### src/rtl/bcd_rtc_pkg.sv
package bcd_rtc_pkg;
  localparam int NIB_W   = 4;
  localparam int NUM_DIG = 15;

  // strobes from control to datapath
  typedef struct packed {
    logic       advance;
    logic       wrDigit;
    logic       wrAlarm;
    logic       wrTimer;
    logic [3:0] idx;
    logic [3:0] data;
  } rtc_stb_t;

  // digit index map of bank 0
  localparam int D_S1 = 0, D_S10 = 1, D_M1 = 2, D_M10 = 3, D_H1 = 4, D_H10 = 5,
                 D_DOW = 6, D_D1 = 7, D_D10 = 8, D_MO1 = 9, D_MO10 = 10,
                 D_Y1 = 11, D_Y10 = 12, D_Y100 = 13, D_Y1000 = 14;
endpackage

### src/rtl/bcd_rtc_ctrl.sv
module bcd_rtc_ctrl
  import bcd_rtc_pkg::*;
#(
  parameter int BUSY_CYC = 2
) (
  input  logic       clk,
  input  logic       rstN,
  input  logic       secTick,
  input  logic [3:0] addr,
  input  logic       wrStb,
  input  logic [3:0] wrData,
  output rtc_stb_t   stb,
  output logic       stopQ,
  output logic       busy,
  output logic [1:0] bankQ,
  output logic [3:0] ctrlNib
);
  localparam int CW = $clog2(BUSY_CYC + 1);
  localparam logic [CW-1:0] BUSY_LOAD = CW'(BUSY_CYC);

  logic [CW-1:0] busyCnt;
  logic          isCtrl;

  always_comb begin
    isCtrl      = (addr == 4'hF);
    stb.advance = secTick & ~stopQ;
    stb.wrDigit = wrStb & ~isCtrl & (bankQ == 2'd0);
    stb.wrAlarm = wrStb & ~isCtrl & (bankQ == 2'd1);
    stb.wrTimer = wrStb & (addr == 4'hE) & (bankQ == 2'd2);
    stb.idx     = addr;
    stb.data    = wrData;
  end

  always_ff @(posedge clk) begin
    if (!rstN) begin
      stopQ   <= 1'b0;
      bankQ   <= 2'd0;
      busyCnt <= '0;
    end else begin
      if (wrStb && isCtrl) begin
        stopQ <= wrData[1];
        bankQ <= wrData[3:2];
      end
      if (stb.advance)
        busyCnt <= BUSY_LOAD;
      else if (busyCnt != '0)
        busyCnt <= busyCnt - 1'b1;
    end
  end

  assign busy    = (busyCnt != '0);
  assign ctrlNib = {bankQ, stopQ, busy};
endmodule

### src/rtl/bcd_rtc_datapath.sv
module bcd_rtc_datapath
  import bcd_rtc_pkg::*;
(
  input  logic                     clk,
  input  logic                     rstN,
  input  rtc_stb_t                 stb,
  input  logic [1:0]               bank,
  input  logic [3:0]               addr,
  output logic [3:0]               rdNib,
  output logic [NUM_DIG*NIB_W-1:0] timeDigits,
  output logic [NUM_DIG*NIB_W-1:0] alarmRegs,
  output logic [1:0]               timerCtrl
);
  logic [3:0] tDig [NUM_DIG];
  logic [3:0] nxt  [NUM_DIG];
  logic [3:0] aDig [NUM_DIG];
  logic [1:0] timerQ;
  logic [6:0] yLow, yHigh;
  logic [4:0] monBin, dayBin, lastDay;
  logic       leap, carry;

  function automatic logic [3:0] rstVal(input int i);
    case (i)
      D_D1, D_MO1: return 4'd1;
      D_Y1000:     return 4'd2;
      default:     return 4'd0;
    endcase
  endfunction

  // month length and leap rule
  always_comb begin
    yLow   = {3'b0, tDig[D_Y10]} * 7'd10 + {3'b0, tDig[D_Y1]};
    yHigh  = {3'b0, tDig[D_Y1000]} * 7'd10 + {3'b0, tDig[D_Y100]};
    leap   = (yLow[1:0] == 2'b00) && ((yLow != 7'd0) || (yHigh[1:0] == 2'b00));
    monBin = {1'b0, tDig[D_MO10]} * 5'd10 + {1'b0, tDig[D_MO1]};
    dayBin = {1'b0, tDig[D_D10]} * 5'd10 + {1'b0, tDig[D_D1]};
    case (monBin)
      5'd2:                     lastDay = leap ? 5'd29 : 5'd28;
      5'd4, 5'd6, 5'd9, 5'd11:  lastDay = 5'd30;
      default:                  lastDay = 5'd31;
    endcase
  end

  // one-second ripple increment
  always_comb begin
    for (int i = 0; i < NUM_DIG; i++) nxt[i] = tDig[i];
    carry = 1'b1;
    for (int p = 0; p < 2; p++) begin
      if (carry) begin
        if (nxt[2*p] == 4'd9) begin
          nxt[2*p] = 4'd0;
          if (nxt[2*p+1] == 4'd5) nxt[2*p+1] = 4'd0;
          else begin nxt[2*p+1] = nxt[2*p+1] + 4'd1; carry = 1'b0; end
        end else begin
          nxt[2*p] = nxt[2*p] + 4'd1; carry = 1'b0;
        end
      end
    end
    if (carry) begin
      if (tDig[D_H10] == 4'd2 && tDig[D_H1] == 4'd3) begin
        nxt[D_H10] = 4'd0; nxt[D_H1] = 4'd0;
      end else if (tDig[D_H1] == 4'd9) begin
        nxt[D_H1] = 4'd0; nxt[D_H10] = tDig[D_H10] + 4'd1; carry = 1'b0;
      end else begin
        nxt[D_H1] = tDig[D_H1] + 4'd1; carry = 1'b0;
      end
    end
    if (carry) begin
      nxt[D_DOW] = (tDig[D_DOW] >= 4'd6) ? 4'd0 : tDig[D_DOW] + 4'd1;
      if (dayBin >= lastDay) begin
        nxt[D_D10] = 4'd0; nxt[D_D1] = 4'd1;
      end else if (tDig[D_D1] == 4'd9) begin
        nxt[D_D1] = 4'd0; nxt[D_D10] = tDig[D_D10] + 4'd1; carry = 1'b0;
      end else begin
        nxt[D_D1] = tDig[D_D1] + 4'd1; carry = 1'b0;
      end
    end
    if (carry) begin
      if (monBin >= 5'd12) begin
        nxt[D_MO10] = 4'd0; nxt[D_MO1] = 4'd1;
      end else if (tDig[D_MO1] == 4'd9) begin
        nxt[D_MO1] = 4'd0; nxt[D_MO10] = 4'd1; carry = 1'b0;
      end else begin
        nxt[D_MO1] = tDig[D_MO1] + 4'd1; carry = 1'b0;
      end
    end
    for (int y = D_Y1; y <= D_Y1000; y++) begin
      if (carry) begin
        if (tDig[y] == 4'd9) nxt[y] = 4'd0;
        else begin nxt[y] = tDig[y] + 4'd1; carry = 1'b0; end
      end
    end
  end

  always_ff @(posedge clk) begin
    if (!rstN) begin
      for (int i = 0; i < NUM_DIG; i++) begin
        tDig[i] <= rstVal(i);
        aDig[i] <= 4'd0;
      end
      timerQ <= 2'd0;
    end else begin
      if (stb.advance)
        for (int i = 0; i < NUM_DIG; i++) tDig[i] <= nxt[i];
      if (stb.wrDigit && stb.idx != 4'hF) tDig[stb.idx] <= stb.data;
      if (stb.wrAlarm && stb.idx != 4'hF) aDig[stb.idx] <= stb.data;
      if (stb.wrTimer) timerQ <= stb.data[1:0];
    end
  end

  always_comb begin
    rdNib = 4'd0;
    if (addr != 4'hF) begin
      case (bank)
        2'd0:    rdNib = tDig[addr];
        2'd1:    rdNib = aDig[addr];
        2'd2:    rdNib = (addr == 4'hE) ? {2'b00, timerQ} : 4'd0;
        default: rdNib = 4'd0;
      endcase
    end
  end

  for (genvar g = 0; g < NUM_DIG; g++) begin : g_flat
    assign timeDigits[g*NIB_W +: NIB_W] = tDig[g];
    assign alarmRegs[g*NIB_W +: NIB_W]  = aDig[g];
  end
  assign timerCtrl = timerQ;
endmodule

### src/rtl/bcd_rtc_regfile.sv
module bcd_rtc_regfile
  import bcd_rtc_pkg::*;
#(
  parameter int DATA_W   = 8,
  parameter int BUSY_CYC = 2
) (
  input  logic              clk,
  input  logic              rstN,
  input  logic              secTick,
  input  logic [3:0]        addr,
  input  logic              wrStb,
  input  logic [3:0]        wrData,
  input  logic              rdStb,
  output logic [DATA_W-1:0] rdData,
  output logic [59:0]       timeDigits,
  output logic [59:0]       alarmRegs,
  output logic [1:0]        timerCtrl
);
  localparam int PAD_W = DATA_W - NIB_W;

  rtc_stb_t   stb;
  logic       stopQ, busyQ;
  logic [1:0] bankQ;
  logic [3:0] ctrlNib, dpNib, rdNib;

  bcd_rtc_ctrl #(.BUSY_CYC(BUSY_CYC)) u_ctrl (
    .clk(clk), .rstN(rstN), .secTick(secTick), .addr(addr), .wrStb(wrStb),
    .wrData(wrData), .stb(stb), .stopQ(stopQ), .busy(busyQ), .bankQ(bankQ),
    .ctrlNib(ctrlNib)
  );

  bcd_rtc_datapath u_dp (
    .clk(clk), .rstN(rstN), .stb(stb), .bank(bankQ), .addr(addr),
    .rdNib(dpNib), .timeDigits(timeDigits), .alarmRegs(alarmRegs),
    .timerCtrl(timerCtrl)
  );

  assign rdNib  = (addr == 4'hF) ? ctrlNib : dpNib;
  assign rdData = rdStb ? {{PAD_W{1'b0}}, rdNib} : '0;
endmodule

### config.mk
export PLATFORM = sky130hd
export DESIGN_NAME = bcd_rtc_regfile
export DESIGN_NICKNAME = d
export VERILOG_FILES = /design/src/rtl/bcd_rtc_pkg.sv /design/src/rtl/bcd_rtc_ctrl.sv /design/src/rtl/bcd_rtc_datapath.sv /design/src/rtl/bcd_rtc_regfile.sv
export SDC_FILE = /design/constraint.sdc
export NUM_CORES = 1
export LEC_CHECK = 0
export BUFFER_PORTS_ARGS = -buffer_cell sky130_fd_sc_hd__clkbuf_2
export CAP_MARGIN = 20
export CORE_AREA = 2 2 141 143
export DETAILED_ROUTE_END_ITERATION = 10
export DIE_AREA = 0 0 143 145
export PLACE_DENSITY = 0.68
export SLEW_MARGIN = 0
export SYNTH_ARGS = -nofsm -noshare
export SYNTH_HDL_FRONTEND = slang
export SYNTH_SLANG_ARGS = --single-unit
### constraint.sdc
create_clock -name clk -period 3.42 [get_ports clk]
set_input_delay 0.513 -clock clk [delete_from_list [all_inputs] [get_ports clk]]
set_output_delay 0.513 -clock clk [all_outputs]
set_load 0.02 [all_outputs]
After elaboration in Yosys (flattened, before gate mapping)

Memories as Yosys holds them, arrays and structs flattened.
Index checks and enable logic that the tools add are counted.

Flip-flop bits (word level): 7
Memory bits (writable): 120
Input port bits: 13
Output and inout port bits: 130
Word-level logic and storage cells: 180
Memories: 2

Add/subtract/negate cells: 19
Multipliers: 4
$lt $le $gt $ge: 3
Equality and inequality tests: 23
Muxes and demuxes: 85
Bitwise operators: 24
Reduce and logical (&&, ||, !) cells: 15

Memory list:

| memory    | words | bits a word | read ports | clocked after Yosys merged registers in | write ports | line                   | source |
|---|---|---|---|---|---|---|---|
| u_dp.aDig | 15    | 4           | 16         | 0                                       | 15          | bcd_rtc_datapath.sv:16 | `logic [3:0] aDig [NUM_DIG];` |
| u_dp.tDig | 15    | 4           | 16         | 0                                       | 16          | bcd_rtc_datapath.sv:14 | `logic [3:0] tDig [NUM_DIG];` |

Operators by type and width:

| cell                                                | count |
|---|---|
| two-way mux 4 bit                                   | 44 |
| adder 4 x 1 -> 4 bit, second input constant         | 14 |
| two-way mux 8 bit                                   | 6 |
| equality test 4 bit, second input constant          | 11 |
| two-way mux 1 bit                                   | 29 |
| bitwise OR 1 bit                                    | 15 |
| two-way mux 12 bit                                  | 1 |
| one-hot mux 4 bit (3 select lines)                  | 1 |
| adder 5 x 4 -> 5 bit                                | 2 |
| equality test 5 x 3 -> 1 bit, second input constant | 2 |
| equality test 5 x 4 -> 1 bit, second input constant | 2 |
| one-hot mux 5 bit (2 select lines)                  | 1 |
| equality test 4 x 2 -> 1 bit, second input constant | 2 |
| equality test 4 x 3 -> 1 bit, second input constant | 2 |
| multiplier 4 x 3 -> 4 bit, second input constant    | 2 |
| OR reduction 4 bit                                  | 2 |
| adder 7 x 4 -> 7 bit                                | 1 |
| nonzero test 7 bit                                  | 1 |
| bitwise AND 1 bit                                   | 6 |
| zero test 2 bit                                     | 3 |
| multiplier 4 x 3 -> 6 bit, second input constant    | 1 |
| two-way mux 2 bit                                   | 3 |
| equality test 5 x 2 -> 1 bit, second input constant | 1 |
| >= comparator 5 x 4 -> 1 bit, second input constant | 1 |
| 13 further kinds                                    | 20 |

Depth between registers and ports, before layout

Gate-level depths: netlist (run 1).
An unclocked memory read counts as a cell.

Depth in word-level cells: 17
Mapped depth: 15
Mapped depth without buffers: 15

Modules after synthesis

A second synthesis (run 1) with hierarchy kept.

Cells, all modules: 760
Area, all modules: 8,579.5 sq um

By module, submodules not included:

| module           | instances | cells an instance | area each (sq um) | seq. area each (sq um) |
|---|---|---|---|---|
| bcd_rtc_datapath | 1         | 700               | 8,115.3           | 3,883.7 |
| bcd_rtc_ctrl     | 1         | 41                | 342.8             | 100.1 |
| bcd_rtc_regfile  | 1         | 19                | 121.4             | 0.0 |

Worst setup path before layout (run 1)

OpenSTA, ideal clock, no wires.

Path kind: reg-to-reg
From: mem u_dp.tDig[12][1]
To: mem u_dp.tDig[13][0], enable pin
Library setup time: 0.373 ns
Data arrival time: 3.252 ns
Data required time: 3.047 ns
Path slack: -0.205 ns
Stages on the path, launching flop included: 16
Path buffers: 0
Clock period less this slack: 3.625 ns
Path through: edfxtp_1 ha_1 ha_1 inv_1 fa_1 xnor2_1 and3b_1 mux2i_1 o21ai_0 a22oi_1 ha_1 nand2b_1 a21oi_1 nor2_1 nand3_2 o31ai_1

RTL lines:

| what        | line |
|---|---|
| from (decl) | bcd_rtc_datapath.sv:14 |

==> reports/results.env, run 1 <==
CTS_TREE='yes'
HTREE_NUM_LEVELS=4
ROUTED_VIA_DENSITY=5.74
CORE_AREA_SQ_MM=0.0192
ITERATION_0_DRC_MARKERS=526
DETAIL_ROUTE.DRC_VIOLATIONS=0
SYNTH_AREA_LEADER_CELL='edfxtp_1'
CPLARGESTDELAYFAMILY='adder cells'
SYNTH.CELL_AREA_SQ_MM=0.00852
ASYNCSETRESETFLOPFRACSYNTH=0
ANTENNA_CELLS_INSERTED=0
VIA_COUNT_OF_THE_FIRST_GLOBAL_ROUTING_PASS=6617
ANT_NETS=0
GRT_ANTENNA_BEFORE_REPAIR=0
NNETSFINAL=984
CP_DATA_REQUIRED_TIME_NS=3.53
COUNT_OF_BUFFER_AND_INVERTER_CELLS_ON_THE_CRITICAL_PATH=1
DIE-AREA_SQ_MM=0.0207
GRT.TOTAL_USAGE=0.247
TIMING.CLOCK.SKEW_NS=0.00932
WIRE_PER_INST_MICRONS=21.2
POST_ROUTE_CELLS_DRIVE_ABOVE_1_SHARE=0.275
SLOWEST_DELAY_NS=0.46
WORSTSETUPSTARTPOINTTYPE='flip-flop'
POST_SYNTHESIS_CELL_TYPE_COUNT=69
ROW_CNT=51
OUTCOME='finished, final reports clean'
GRT_SETUP_UNREPAIRED='true'
GR-TOTAL-OVERFLOW=0
LARGEST_NET_DEGREE_AT_THE_START_OF_GLOBAL_ROUTING=35
TOTALWIRELENGTH_MICRONS=25500
N_FILL_CELL=1702
MAXCAPVIOLCOUNT=0
REG2REG_FROM='u_dp.tDig[10][0]'
POWER-PER-CELL-AREA_mW_PER_MM2=447
MIN_PATH_TYPE='reg -> reg'
PATH_MAX_FANOUT=5
DRT_PRE_ANTENNA_ITERS=5
GRT_PASS1_WL_MICRONS=38600
SYNTH_SEQUENTIAL_AREA_RATIO=0.464
SYNTHCELLS=774
SYNTH.FF_LATCH_COUNT=134
FINAL_DESIGN_AREA_NO_FILL_SQ_MM=0.0102
CLOCK_TREE.BUFFER_DEPTH=2
POSTPLACECELLAREA_SQ_MM=0.00957
INITIAL_UTILIZATION=0.444
DIE_Y_MICRONS=145
MAX_SLEW.WORST_PIN.SLEW_NS=0.963
FINAL_PERIOD_MINUS_WORST_SETUP_SLACK_NS=3.38
DIEWIDTH_MICRONS=143
NUMBER_OF_ENABLE_TYPE_REGISTER_CELLS_IN_THE_SYNTHESIZED_NETLIST=127
CRITICALPATHCATEGORY='reg -> reg'
CTS_HOLD_REPAIR_BUFFERS=0
CLK_ROOT_BUFFER_CELL='clkbuf_16'
CLOCK_PIN_SLEW_ON_THE_WORST_SETUP_AND_HOLD_PATHS_NS=0.06
NUM_VIAS=6908
CLOCK_INSERTION_DELAY_WORST_SKEW_NS=0.43
P_TOTAL_mW=4.57
SYNTH.AVG_CELL_AREA_SQ_UM=11.0
LAYOUT.CELLS.MOST_COMMON_LIST='clkbuf_2, edfxtp_1, nand2_1'
CTS-BUFFERS-INSERTED=17
CRIT_PATH_TOP_DELAY_CELL='edfxtp_1'
TIMING.CRITICAL_PATH.TO_TYPE='flip-flop'
PLACED_CELLS=1171
FINAL_HOLD_VIOL_COUNT=0
POWER_LEAKAGE_nW=4.13
MAXSLEWVIOLCOUNT=0
FMAX_MHz=296
FINALSETUPVIOLCOUNT=0
GP_CONGESTION=0.873
TRITONCTS_NUM_SINKS=134
YOSYS_WARNINGS=0
HP-START='u_ctrl.busyCnt[0]'
INSTANCES_NO_FILL=1204
CP-STARTPOINT='u_dp.tDig[10][0]'
AREA_FRACTION_OF_THE_DOMINANT_CELL_TYPE_AFTER_SYNTHESIS=0.448
DESIGN.PORTCOUNT=143
CP.ARRIVAL_NS=3.49
WORST_PATH_MOST_REPEATED_CELL='ha_1'
LAYOUT_COMMONEST_CELL='clkbuf_2'
PEAK_IR_DROP_ON_THE_VDD_NETWORK_uV=329
DP_HPWL_MICRONS=18300
SYNTHTOLAYOUTAREAGROWTH_PCT=20.0
SLEW_HR=0.358
NUMBER_OF_PORT_BUFFERS=138
FINAL_PERIOD_UTIL=0.988
SYNTHFLOPTYPE='edfxtp_1'
FINISH.UTILIZATION=0.533
YS_TOP_CELLS_BY_AREA='edfxtp_1, ha_1, mux4_2, and2_1, nand2_1'
WORSTPATHCELLLIST='ha_1 > ha_1 > a21oi_1 > xnor2_1 > nor3_1 > a22oi_1 > ha_1 > nand2b_4 > a21oi_4 > nor2_4 > nand3_2 > buf_6 > o31ai_4'
worst paths after layout:
kind                             to  slack, ns  cells past startpoint
setup / recovery   u_dp.tDig[12][0]       0.04                     13
hold / removal    u_ctrl.busyCnt[0]       0.47                      1
hold reg to reg   u_ctrl.busyCnt[0]       0.47                      1
setup reg to reg   u_dp.tDig[12][0]       0.04                     13
power by group:
| group | switching [mW] | internal, mW | total (mW) |
|---|---|---|---|
| Combinational | 0.513 | 0.310 | 0.823 |
| Sequential | 0.110 | 1.90 | 2.01 |
| Clock | 0.740 | 0.999 | 1.74 |
synthesized netlist by cell type, types with 10 or more instances:
cell type / count
ha_1: 41
nand2b_1: 10
clkbuf_1: 22
inv_1: 28
nor3_1: 10
nor2_1: 48
nand2_1: 74
xnor2_1: 18
xor2_1: 16
mux2i_1: 23
edfxtp_1: 127
nand3_1: 29
o31ai_1: 23
or3_1: 10
o21ai_0: 47
mux4_2: 22
a21oi_1: 16
and2_1: 67
area by class of cell:
class	instances	area (sq um)	share of cell area
Multi-Input combinational cell	577	4350	0.426
Clock buffer	17	425	0.0416
Clock inverter	15	131	0.0128
Timing Repair Buffer	167	925	0.0904
Sequential cell	134	3950	0.386
Inverter	29	109	0.0106
Tap cell	265	332	0.0324
routing by layer:
layer,up-vias,part of all wire,global-route usage
met4,0,0.036,0.0941
met3,72,0.086,0.0465
li1,3136,-,-
met5,-,0,0
met2,363,0.47,0.384
met1,3337,0.41,0.341
registers in the layout, indices dropped and copies added (netlist names):
| name | count |
|---|---|
| u_dp.aDig | 64 |
| u_dp.tDig | 63 |
| u_ctrl.bankQ | 2 |
| u_ctrl.busyCnt | 2 |
| u_dp.timerCtrl | 2 |
| u_ctrl.stopQ | 1 |
stage by stage:
stage,TNS [ns],hold slack (ns),worst slack [ns]
final,0,0.473,0.0403
after global routing,-4.62,0.517,-0.174
after detailed placement,-0.559,0.451,-0.0464
after floorplan,-0.257,0.425,-0.0321
after global placement,0,0.447,0.00299
after CTS,-0.00756,0.467,-0.00194
cell families (layout without fill, tap and decap cells):
kind of cell / after synthesis / count (layout) / share of synthesized area
xor+xnor: 34 / 34 / 0.0349
buf+inv: 73 / 228 / 0.0443
simple gates: 300 / 300 / 0.191
mux: 48 / 48 / 0.0909
compound gates: 139 / 139 / 0.104
other cells: 1 / 11 / 0.000440
flops: 134 / 134 / 0.464
fa+ha+maj: 45 / 45 / 0.0696
timing repair:
action	4_1_cts	5_1_grt
pin swaps	3	4
buffers inserted	0	1
endpoints found under the setup margin	19	36
gates resized for setup	6	13
Power figures use the tool's default switching activity.
==> inputs of run 2 (changes only) <==
--- a/config.mk
+++ b/config.mk
@@ -10,7 +10,7 @@
 export CORE_AREA = 2 2 141 143
 export DETAILED_ROUTE_END_ITERATION = 10
 export DIE_AREA = 0 0 143 145
-export PLACE_DENSITY = 0.68
+export PLACE_DENSITY = 0.65
 export SLEW_MARGIN = 0
 export SYNTH_ARGS = -nofsm -noshare
 export SYNTH_HDL_FRONTEND = slang
==> constraint.sdc (replaced) <==
create_clock -name clk -period 3.8 [get_ports clk]
set_input_delay 0.57 -clock clk [delete_from_list [all_inputs] [get_ports clk]]
set_output_delay 0.57 -clock clk [all_outputs]
set_load 0.02 [all_outputs]
==> reports/results.env, run 2 (synthesized netlist as in run 1, its figures left out) <==
FINAL_HOLD_VIOL_COUNT=0  # unchanged
GRT_ANTENNA_BEFORE_REPAIR=0  # unchanged
FINALSETUPVIOLCOUNT=0  # unchanged
GRT.TOTAL_USAGE=0.255  # +0.00846
POWER_LEAKAGE_nW=4.12  # -0.27%
CLK_ROOT_BUFFER_CELL='clkbuf_16'
NNETSFINAL=980  # -0.41%
DESIGN.PORTCOUNT=143  # unchanged
MAXCAPVIOLCOUNT=0  # unchanged
GP_CONGESTION=0.863  # -1.1%
POWER-PER-CELL-AREA_mW_PER_MM2=433  # -3.0%
LARGEST_NET_DEGREE_AT_THE_START_OF_GLOBAL_ROUTING=35  # unchanged
FINAL_PERIOD_MINUS_WORST_SETUP_SLACK_NS=3.51  # +0.134 ns
DETAIL_ROUTE.DRC_VIOLATIONS=0  # unchanged
CP.ARRIVAL_NS=3.75  # +0.26 ns
NUMBER_OF_PORT_BUFFERS=138  # unchanged
TOTALNEGATIVESETUPSLACK_NS=0  # unchanged
CTS-BUFFERS-INSERTED=17  # unchanged
DRT_PRE_ANTENNA_ITERS=5  # unchanged
PEAK_IR_DROP_ON_THE_VDD_NETWORK_uV=285  # -13%
DIEWIDTH_MICRONS=143  # unchanged
LARGEST_REGISTER='u_dp.aDig'
LAYOUT.CELLS.MOST_COMMON_LIST='clkbuf_2, edfxtp_1, nand2_1'
TOTALWIRELENGTH_MICRONS=26300  # +2.9%
WIRE_PER_INST_MICRONS=21.9  # +3.2%
MIN_PATH_TYPE='reg -> reg'
CLOCK_TREE.BUFFER_DEPTH=2  # unchanged
DP_HPWL_MICRONS=18700  # +2.0%
CRITICALPATHCATEGORY='reg -> reg'
PATH_MAX_FANOUT=8  # +3
TOTAL_AREA_OF_MULTI_INPUT_COMBINATIONAL_CELLS_SQ_MM=0.00425  # -2.4%
ANTENNA_CELLS_INSERTED=0  # unchanged
SYNTHTOLAYOUTAREAGROWTH_PCT=19.6
GR-TOTAL-OVERFLOW=0  # unchanged
VIA_COUNT_OF_THE_FIRST_GLOBAL_ROUTING_PASS=6757  # +2.1%
DIE_Y_MICRONS=145  # unchanged
FINAL_DESIGN_AREA_NO_FILL_SQ_MM=0.0102  # -0.34%
TIMING.CLOCK.SKEW_NS=0.00790  # -0.00142 ns
CORE_AREA_SQ_MM=0.0192  # unchanged
POST_ROUTE_CELLS_DRIVE_ABOVE_1_SHARE=0.256  # -0.0191
ROW_CNT=51  # unchanged
CP_DATA_REQUIRED_TIME_NS=4.04  # +0.51 ns
GRT_PASS1_WL_MICRONS=39900  # +3.4%
ROUTED_VIA_DENSITY=5.78  # +0.81%
GRT_SETUP_UNREPAIRED='false'
ITERATION_0_DRC_MARKERS=631  # +20%
MAX_SLEW.WORST_PIN.SLEW_NS=0.973  # +0.0101 ns
LARGEST_REG_FLOPS=64  # unchanged
FF_LATCH_AREA_SQ_MM=0.00395  # unchanged
N_FILL_CELL=1733  # +1.8%
SLEW_HR=0.351  # -0.00677
CTS_TREE='yes'
ANT_NETS=0  # unchanged
TRITONCTS_NUM_SINKS=134  # unchanged
FINAL_PERIOD_UTIL=0.925  # -0.0636
WORSTSETUPSTARTPOINTTYPE='flip-flop'
TIMING.CRITICAL_PATH.TO_TYPE='flip-flop'
FMAX_MHz=285  # -3.8%
MAXSLEWVIOLCOUNT=0  # unchanged
LAYOUT_COMMONEST_CELL='clkbuf_2'
CLOCK_PIN_SLEW_ON_THE_WORST_SETUP_AND_HOLD_PATHS_NS=0.06  # about the same
CTS_HOLD_REPAIR_BUFFERS=0  # unchanged
INITIAL_UTILIZATION=0.444  # unchanged
REGISTERS_WITH_THE_HIGHEST_FLIP_FLOP_COUNTS='u_dp.aDig: 64 flops, u_dp.tDig: 63 flops'
HTREE_NUM_LEVELS=4  # unchanged
OUTCOME='finished, final reports clean'
NUM_VIAS=6941  # +0.48%
DIE-AREA_SQ_MM=0.0207  # unchanged
POSTPLACECELLAREA_SQ_MM=0.00949  # -0.80%
CLOCK_INSERTION_DELAY_WORST_SKEW_NS=0.43  # about the same
==> run 2: changes by cell type in the layout (fill, tap and decap cells not counted), sizes merged <==
| cell | before | now |
|---|---|---|
| bufinv | 1 | 6 |
| buf | 29 | 25 |
| clkinv | 9 | 5 |
| clkbuf | 155 | 158 |
| clkinvlp | 4 | 2 |
| inv | 30 | 28 |
==> run 2: metal layers <==
metal,track usage,vias to the layer above,share of wire
li1,-,3128,-
met1,0.338,3429,0.41
met2,0.409,336,0.48
met3,0.0733,48,0.085
met4,0.0678,0,0.021
met5,0,-,0
==> run 2: cell type report <==
type / instances / share of cell area
repair buffers: 163 / 0.0862
well taps: 265 / 0.0325
clock buffers: 20 / 0.0438
clock inverters: 12 / 0.0222
inverters: 29 / 0.0107
multi-input cells: 577 / 0.417
flip-flops and latches: 134 / 0.388
==> run 2: worst paths after layout <==
| path | endpoint | slack, ns | cells past startpoint | start |
|---|---|---|---|---|
| setup / recovery | u_dp.tDig[7][3] | 0.29 | 15 | u_dp.tDig[12][1] |
| hold / removal | u_ctrl.busyCnt[0] | 0.46 | 1 | u_ctrl.busyCnt[0] |
| setup reg to reg | u_dp.tDig[7][3] | 0.29 | 15 | u_dp.tDig[12][1] |
| hold reg to reg | u_ctrl.busyCnt[0] | 0.46 | 1 | u_ctrl.busyCnt[0] |
==> run 2: through the flow <==
stage / hold WS (ns) / worst slack (ns) / cells / utilization / power [mW]
floorplan: 0.425 / 0.175 / 784 / - / 2.28
global placement: 0.441 / 0.195 / 1167 / 0.494 / 2.52
detailed placement: 0.450 / 0.134 / 1167 / 0.494 / 2.53
CTS: 0.457 / 0.118 / 1199 / 0.529 / 4.40
global route: 0.481 / 0.0201 / 1200 / 0.531 / 4.55
finish: 0.462 / 0.286 / 1200 / 0.531 / 4.41
==> run 2: worst max-delay path: stages, from the launching register on <==
cell and delay, ns:
edfxtp_1 0.39, ha_1 0.30, ha_1 0.13, inv_1 0.05, fa_1 0.37, xnor2_1 0.20, and3b_1 0.18, mux2i_1 0.06
o21ai_1 0.19, a22oi_1 0.12, ha_1 0.28, nand2b_1 0.14, a21oi_1 0.19, nor2_2 0.09, a21o_1 0.28, o41ai_1 0.36
==> run 2: repair_timing <==
action | 4_1_cts | 5_1_grt
gates resized for setup | 0 | 6
setup buffers | 0 | 1
endpoints found under the setup margin | 0 | 24
==> run 2: where the power goes <==
group	total (mW)	switching [mW]	internal [mW]	leakage (nW)
clock	1.90	0.651	1.25	0.320
combinational	0.709	0.450	0.259	2.44
sequential	1.80	0.0978	1.71	1.36
total	4.41	1.20	3.22	4.12
